--- src/rtl/wp_pkg.sv ---
package wp_pkg;
  localparam int WORD_W   = 32;
  localparam int KEY_W    = 24;
  localparam int OFS_W    = 16;
  localparam int OFS_LSB  = 8;
  localparam int FLAG_BIT = 0;

  function automatic logic [WORD_W-1:0] pack_status(input logic flag,
                                                    input logic [OFS_W-1:0] ofs);
    logic [WORD_W-1:0] w;
    w = '0;
    w[FLAG_BIT] = flag;
    w[OFS_LSB +: OFS_W] = ofs;
    return w;
  endfunction
endpackage

--- src/rtl/wp_mode_ctl.sv ---
module wp_mode_ctl #(
  parameter int ADDR_W = 16,
  parameter logic [wp_pkg::KEY_W-1:0] KEY = 24'hA5C3E1,
  parameter logic [ADDR_W-1:0] MODE_OFS = 'h80
) (
  input  logic                     clk,
  input  logic                     rst,
  input  logic                     wr_en,
  input  logic [ADDR_W-1:0]        wr_addr,
  input  logic [wp_pkg::KEY_W-1:0] wr_key,
  input  logic                     wr_arm,
  output logic                     armed
);
  logic hit, key_ok;
  assign hit    = wr_en && (wr_addr == MODE_OFS);
  assign key_ok = (wr_key == KEY);

  always_ff @(posedge clk) begin
    if (rst) armed <= 1'b0;
    else if (hit && key_ok) armed <= wr_arm;
  end

  AST_BAD_KEY_IGNORED: assert property (@(posedge clk) disable iff (rst)
    (hit && !key_ok) |=> $stable(armed));
  AST_GOOD_KEY_LOADS: assert property (@(posedge clk) disable iff (rst)
    (hit && key_ok) |=> (armed == $past(wr_arm)));
endmodule

--- src/rtl/wp_range_dec.sv ---
module wp_range_dec #(
  parameter int ADDR_W = 16,
  parameter logic [ADDR_W-1:0] PROT_LO = '0,
  parameter logic [ADDR_W-1:0] PROT_HI = 'h7C
) (
  input  logic [ADDR_W-1:0] addr,
  output logic              in_win
);
  generate
    if (PROT_LO == '0) begin : g_top_only
      assign in_win = (addr <= PROT_HI);
    end else begin : g_both
      assign in_win = (addr >= PROT_LO) && (addr <= PROT_HI);
    end
  endgenerate
endmodule

--- src/rtl/wp_capture.sv ---
module wp_capture #(
  parameter int ADDR_W = 16
) (
  input  logic              clk,
  input  logic              rst,
  input  logic              viol,
  input  logic [ADDR_W-1:0] viol_addr,
  input  logic              rd_clr,
  output logic              flag,
  output logic [ADDR_W-1:0] ofs
);
  always_ff @(posedge clk) begin
    if (rst) begin
      flag <= 1'b0;
      ofs  <= '0;
    end else begin
      if (viol) begin
        flag <= 1'b1;
        ofs  <= viol_addr;
      end else if (rd_clr) begin
        flag <= 1'b0;
      end
    end
  end

  AST_VIOL_SETS_FLAG: assert property (@(posedge clk) disable iff (rst)
    viol |=> (flag && ofs == $past(viol_addr)));
  AST_READ_CLEARS: assert property (@(posedge clk) disable iff (rst)
    (rd_clr && !viol) |=> (!flag && $stable(ofs)));
  AST_RACE_KEEPS_FLAG: assert property (@(posedge clk) disable iff (rst)
    (rd_clr && viol) |=> flag);
  AST_IDLE_HOLDS: assert property (@(posedge clk) disable iff (rst)
    (!rd_clr && !viol) |=> ($stable(flag) && $stable(ofs)));
endmodule

--- src/rtl/wp_guard.sv ---
module wp_guard #(
  parameter int ADDR_W = 16,
  parameter logic [wp_pkg::KEY_W-1:0] KEY = 24'hA5C3E1,
  parameter logic [ADDR_W-1:0] PROT_LO = '0,
  parameter logic [ADDR_W-1:0] PROT_HI = 'h7C,
  parameter logic [ADDR_W-1:0] MODE_OFS = 'h80,
  parameter logic [ADDR_W-1:0] STAT_OFS = 'h84
) (
  input  logic                      clk,
  input  logic                      rst,
  input  logic                      wr_en,
  input  logic [ADDR_W-1:0]         wr_addr,
  input  logic [wp_pkg::WORD_W-1:0] wr_data,
  input  logic                      rd_en,
  input  logic [ADDR_W-1:0]         rd_addr,
  output logic [wp_pkg::WORD_W-1:0] rd_data,
  output logic                      per_wr_en,
  output logic [ADDR_W-1:0]         per_wr_addr,
  output logic [wp_pkg::WORD_W-1:0] per_wr_data
);
  import wp_pkg::*;

  logic              armed, in_win, viol, fwd, local_wr, rd_clr, flag;
  logic [ADDR_W-1:0] ofs;
  logic [WORD_W-1:0] rd_next;

  wp_mode_ctl #(.ADDR_W(ADDR_W), .KEY(KEY), .MODE_OFS(MODE_OFS)) mode_i (
    .clk(clk), .rst(rst), .wr_en(wr_en), .wr_addr(wr_addr),
    .wr_key(wr_data[WORD_W-1 -: KEY_W]), .wr_arm(wr_data[0]), .armed(armed)
  );

  wp_range_dec #(.ADDR_W(ADDR_W), .PROT_LO(PROT_LO), .PROT_HI(PROT_HI)) dec_i (
    .addr(wr_addr), .in_win(in_win)
  );

  assign local_wr = (wr_addr == MODE_OFS) || (wr_addr == STAT_OFS);
  assign viol     = wr_en && armed && in_win;
  assign fwd      = wr_en && !(armed && in_win) && !local_wr;
  assign rd_clr   = rd_en && (rd_addr == STAT_OFS);

  wp_capture #(.ADDR_W(ADDR_W)) cap_i (
    .clk(clk), .rst(rst), .viol(viol), .viol_addr(wr_addr),
    .rd_clr(rd_clr), .flag(flag), .ofs(ofs)
  );

  always_comb begin
    rd_next = '0;
    if (rd_en) begin
      if (rd_addr == STAT_OFS)      rd_next = pack_status(flag, OFS_W'(ofs));
      else if (rd_addr == MODE_OFS) rd_next[0] = armed;
    end
  end

  always_ff @(posedge clk) begin
    if (rst) begin
      rd_data     <= '0;
      per_wr_en   <= 1'b0;
      per_wr_addr <= '0;
      per_wr_data <= '0;
    end else begin
      rd_data   <= rd_next;
      per_wr_en <= fwd;
      if (fwd) begin
        per_wr_addr <= wr_addr;
        per_wr_data <= wr_data;
      end
    end
  end

  AST_BLOCKED_NOT_FWD: assert property (@(posedge clk) disable iff (rst)
    (wr_en && armed && in_win) |=> !per_wr_en);
  AST_OPEN_WRITE_FWD: assert property (@(posedge clk) disable iff (rst)
    (wr_en && !in_win && !local_wr) |=>
      (per_wr_en && per_wr_addr == $past(wr_addr) && per_wr_data == $past(wr_data)));
  AST_RESERVED_ZERO: assert property (@(posedge clk) disable iff (rst)
    (rd_data[31:24] == 8'h00 && rd_data[7:1] == 7'h00));
endmodule

--- config.mk ---
export PLATFORM = sky130hd
export DESIGN_NAME = wp_guard
export DESIGN_NICKNAME = d
export VERILOG_FILES = /design/src/rtl/wp_pkg.sv /design/src/rtl/wp_mode_ctl.sv /design/src/rtl/wp_range_dec.sv /design/src/rtl/wp_capture.sv /design/src/rtl/wp_guard.sv
export SDC_FILE = /design/constraint.sdc
export NUM_CORES = 1
export LEC_CHECK = 0
export CAP_MARGIN = 20
export CORE_ASPECT_RATIO = 0.9
export CORE_MARGIN = 2
export CORE_UTILIZATION = 30
export DETAILED_ROUTE_END_ITERATION = 12
export GPL_ROUTABILITY_DRIVEN = 0
export PLACE_DENSITY_LB_ADDON = 0.2
export SLEW_MARGIN = 30
export SYNTH_ARGS = -nofsm -noshare
export SYNTH_HDL_FRONTEND = slang
export SYNTH_SLANG_ARGS = --single-unit
--- constraint.sdc ---
create_clock -name clk -period 5.44 [get_ports clk]
set_input_delay 1.088 -clock clk [delete_from_list [all_inputs] [get_ports clk]]
set_output_delay 1.088 -clock clk [all_outputs]
set_load 0.02 [all_outputs]
Yosys cells after proc, flatten, opt, wreduce, memory -nomap -nowiden
Cells that the tools add are included.
- multiply operators: 0
- bitwise logic cells: 2
- shifts and indexed selects: 0
- $add $sub $neg: 0
- reduce and logical (&&, ||, !) cells: 14
- equal/unequal tests: 5
- div/mod/pow operators: 0
- multiplexer cells: 4
- order comparisons: 1
- operators by type and width (cell ; count):
    equality test 16 x 8 -> 1 bit (second input constant) ; 4
    equality test 24 bit (second input constant) ; 1
    less-or-equal comparator 16 x 7 -> 1 bit (second input constant) ; 1
    logical AND 1 bit ; 8
    two-way mux 1 bit ; 4
    OR reduction 3 bit ; 1
    zero test 1 bit ; 2
    NOT 1 bit ; 2
    nonzero test 2 bit ; 1
    OR reduction 2 bit ; 1
    logical OR 1 bit ; 1
- memory bits (read-only): 0
- memories kept: 0
- input bits: 68
- bits in writable memories: 0
- register bits: 99
- bits in latches: 0
- output and inout bits: 81
- word-level logic and storage cells: 34

Logic depth before layout (Yosys ltp)
- depth in word-level cells: 5
- depth in mapped cells: 6
- gate-level depth less buffers: 4

By module
From an unflattened synthesis, not the netlist that was laid out.
- cells, all modules: 362
- area, all modules: 3678.5 um2
- by module, submodules not included (module ; times used ; area an instance (um2) ; cells each):
    wp_guard ; 1 ; 2821.5 ; 279
    wp_capture ; 1 ; 616.8 ; 56
    wp_mode_ctl ; 1 ; 190.2 ; 19
    wp_range_dec ; 1 ; 50.0 ; 8

Worst setup path after synthesis
Ideal clock, no wire load.
- path kind: input-to-reg
- start: input port wr_data[9] (netlist bit)
- end: register mode_i.armed
- library setup time: 72 ps
- data required time: 5368 ps
- setup slack: 2913 ps
- arrival: 2455 ps
- stages on the path: 4
- cell sequence: or4_1 or4_1 nor4_2 mux2i_1
- cells in the longest elaborated chain, start to end: 2
- ends and longest elaborated chain (item ; line ; text):
    from (decl) ; wp_guard.sv:13 ; input logic [wp_pkg::WORD_W-1:0] wr_data,
    equality test 24 bit ; wp_mode_ctl.sv:16 ; assign key_ok = (wr_key == KEY);
    logical AND 1 bit ; wp_mode_ctl.sv:20 ; else if (hit && key_ok) armed <= wr_arm;
    to (signal assigned) ; wp_mode_ctl.sv:20 ;
    to (decl) ; wp_mode_ctl.sv:12 ; output logic armed
No other way between the ends.
A chain may end at the register's enable or synchronous reset.

Final worst setup path
- start: input port wr_addr[11]
- end: register per_wr_data[18] (netlist bit)
- cells in the longest elaborated chain, start to end: 5
- ends and longest elaborated chain (item ; line ; text):
    from (decl) ; wp_guard.sv:12 ; input logic [ADDR_W-1:0] wr_addr,
    less-or-equal comparator 16 x 7 -> 1 bit ; wp_range_dec.sv:11 ; assign in_win = (addr <= PROT_HI);
    logical AND 1 bit ; wp_guard.sv:38 ; assign fwd = wr_en && !(armed && in_win) && !local_wr;
    zero test 1 bit ; wp_guard.sv:38 ;
    logical AND 1 bit ; wp_guard.sv:38 ;
    logical AND 1 bit * ; wp_guard.sv:38 ;
    to (signal assigned) ; wp_guard.sv:65 ; per_wr_data <= wr_data;
    to (decl) ; wp_guard.sv:19 ; output logic [wp_pkg::WORD_W-1:0] per_wr_data
Every way passes the cells marked *; elsewhere a longest branch is shown, timed or not.

==> results.sh <==
export IMPL_worst_pin_slew_ps=892.1
export IMPL_antenna_left=0
export IMPL_grt_max_degree=124
export IMPL_power_switching_uw=376.1
export IMPL_status="complete, no violations"
export IMPL_yosys_cell_types_count=32
export IMPL_synthAdderAreaFrac=0
export IMPL_synth_top_family_by_area="simple AND/OR/NAND/NOR gates"
export IMPL_routed_via_density=4.288
export IMPL_fmax_mhz=305.6
export IMPL_hold_ws_ps=455.9
export IMPL_drc=0
export IMPL_cap_violations=0
export IMPL_seq_power_share=0.449
export IMPL_pwr_share_comb=0.150
export IMPL_cts_made_buffers=9
export IMPL_num_fill_cells=1149
export IMPL_nets=552
export IMPL_postCtsSetupRepairBufs=0
export IMPL_finalSetupViolations=0
export IMPL_place_inst=629
export IMPL_drt_total_wl_mm=8.534
export IMPL_crit_path_end_kind="flip-flop"
export IMPL_path_clk_slew_ps=60
export IMPL_yosys_top_cells_area="dfxtp_1 (48%), nand2b_1 (19%), mux2i_1 (14%)"
export IMPL_fin_crit_ps=3273
export IMPL_portBuffers=133
export IMPL_required_ps=5700
export IMPL_drt_iter0_drc=105
export IMPL_fp_row_count=37
export IMPL_critPathLaunchType="input pin"
export IMPL_yosysMostFrequentCell="nand2b_1"
export IMPL_ir_drop_v=0.0001673
export IMPL_critPathKind="in2reg"
export IMPL_clock_path_buffers=2
export IMPL_yosys_area_top_type="dfxtp_1"
export IMPL_clock_sinks=84
export IMPL_postCtsHoldBufs=0
export IMPL_syn_inst=360
export IMPL_swShare=0.2590
export IMPL_synth_compound_area_frac=0.03680
export IMPL_final_layout_size_suffix_gt1_frac=0.04703
export IMPL_skew_ps=3.352
export IMPL_ys_flop_type="dfxtp_1"
export IMPL_clkLatencyLatePin_ps=340
export IMPL_io_pins=149
export IMPL_crit_fanout=42
export IMPL_r2r_cells=4
export IMPL_avgSynthCellArea_um2=9.822
export IMPL_rsz0062_at_grt="no"
export IMPL_synth_mux_area_frac=0.1415
export IMPL_worstPathArrival_ps=3530
export IMPL_reg2reg_from="mode_i.armed"
export IMPL_hold_viol=0
export IMPL_hold_class="reg2reg"
export IMPL_n_antenna_cell=0
export IMPL_reg2reg_to="per_wr_data[18]"
export IMPL_syn_to_final_growth_pct=47.56
export IMPL_synthArstFlopShare=0
export IMPL_cts_resized=0
export IMPL_dr_pass1_iters=4
export IMPL_maxSlewViolCount=0
export IMPL_die_y_um=107.0
export IMPL_p_clk_frac=0.400
export IMPL_setup_slack_ps=2167
export IMPL_grt_pass1_wl_mm=13.88
export IMPL_total_power_uw=1452
export IMPL_grtUsageTotal=0.1366
export IMPL_intPower_uw=1076
export IMPL_rrSetupSlack_ps=3320
export IMPL_initial_core_util=0.3080
export IMPL_relSlewSlack=0.4053
export IMPL_setup_tns_ps=0
export IMPL_dieArea_um2=12670
export IMPL_antenna_found_initial=0
export IMPL_post_route_period_util=0.6016
export IMPL_crit_path_start="wr_addr[11]"
export IMPL_final_cells=645
export IMPL_ys_warn_count=0
export IMPL_synth_edf_count=0
export IMPL_htree_levels=3
export IMPL_grt_pass1_vias=2726
export IMPL_grt_overflow_total=0
export IMPL_die_width_um=118.4
export IMPL_clock_root_buffer="clkbuf_16"
export IMPL_vias=2766
export IMPL_yosysTopAreaCellShare=0.4756
export IMPL_ys_seq_elements=84
export IMPL_avgRoutedWirePerCell_um=13.23
export IMPL_cts_tree="done"
export IMPL_dpl_worst_slack_ps=1788
export IMPL_cp_endpoint="per_wr_data[18]"
export IMPL_synthXorXnorAreaFrac=0
export IMPL_leakage_uw=0.001889
export IMPL_ys_seq_area_frac=0.4756
export IMPL_pwr_density_cell_nw_per_um2=278.3
export IMPL_synth_simple_gate_area_frac=0.2845
export IMPL_dp_hpwl_mm=6.063
export IMPL_synth_common_cells="nand2b_1 (105), dfxtp_1 (84), mux2i_1 (50)"
export IMPL_netlist_area_um2=3536
export IMPL_core_um2=11480
## per-stage QoR
stage | utilization | cell area (um^2)
after detailed placement | 0.4297 | 4933
final | 0.4544 | 5218
after floorplan | - | 3588
after global routing | 0.4544 | 5218
after CTS | 0.4544 | 5218
after global placement | 0.4297 | 4933
## kinds of logic (layout without fill, tap and decap cells)
| logic type | Yosys count | in the layout |
|---|---|---|
| muxes | 50 | 50 |
| AOI/OAI and AO/OA | 20 | 20 |
| DFF | 84 | 84 |
| and+or+nand+nor | 167 | 167 |
| other | 1 | 15 |
| buffers and inverters | 38 | 153 |
## metal layers
metal	vias to the layer above	wire, um	track usage
met4	0	90	0.03827
met2	83	3729	0.2064
met5	-	0	0
met1	1261	4122	0.1833
met3	8	592	0.05000
li1	1414	-	-
## cell type report
type,instances,area (um^2),area share
timing repair buffer,135,1341,0.2571
tap,156,195.2,0.03741
clock buffer,9,225.2,0.04317
multi-input combinational,252,1708,0.3273
sequential,84,1682,0.3223
inverter,2,7.507,0.001439
clock inverter,7,58.81,0.01127
## registers in the layout, indices dropped and copies added (netlist names)
register      flops
per_wr_en         1
per_wr_data      32
per_wr_addr      16
cap_i.ofs        16
mode_i.armed      1
rd_data          17
cap_i.flag        1
## power groups by stage
stage,Clock (uW),Combinational [uW],Sequential (uW)
2_1_floorplan,0,83.0,696
3_3_place_gp,0,218,667
3_5_place_dp,0,220,667
4_1_cts,601,221,653
5_1_grt,621,235,655
6_report,581,218,653
## worst min path at each step
stage | depth (start not counted) | start | to
after floorplan | 2 | cap_i.ofs[10] | cap_i.ofs[10]
after global placement | 2 | cap_i.ofs[15] | cap_i.ofs[15]
after detailed placement | 2 | cap_i.ofs[14] | rd_data[22]
after CTS | 2 | cap_i.ofs[14] | rd_data[22]
after global routing | 2 | cap_i.ofs[14] | rd_data[22]
final | 2 | cap_i.ofs[14] | rd_data[22]
## cell usage in the layout, fill, tap and decap left out, drive strengths merged, types with 3 or more instances in the layout
master / instances
o21ai: 8
clkdlybuf4s50: 132
nand2b: 105
buf: 3
nor2: 22
nor4: 6
nand3: 10
nand2: 3
nor3b: 7
clkbuf: 9
mux2i: 50
a21oi: 8
inv: 6
dfxtp: 84
conb: 15
## worst max-delay path: stages
cell             delay [ps]
clkdlybuf4s50_1         420
nor4_1                  450
a21boi_0                240
a31oi_4                 380
buf_4                   660
mux2i_1                 270
No activity file was read; power rests on OpenSTA's default activity.
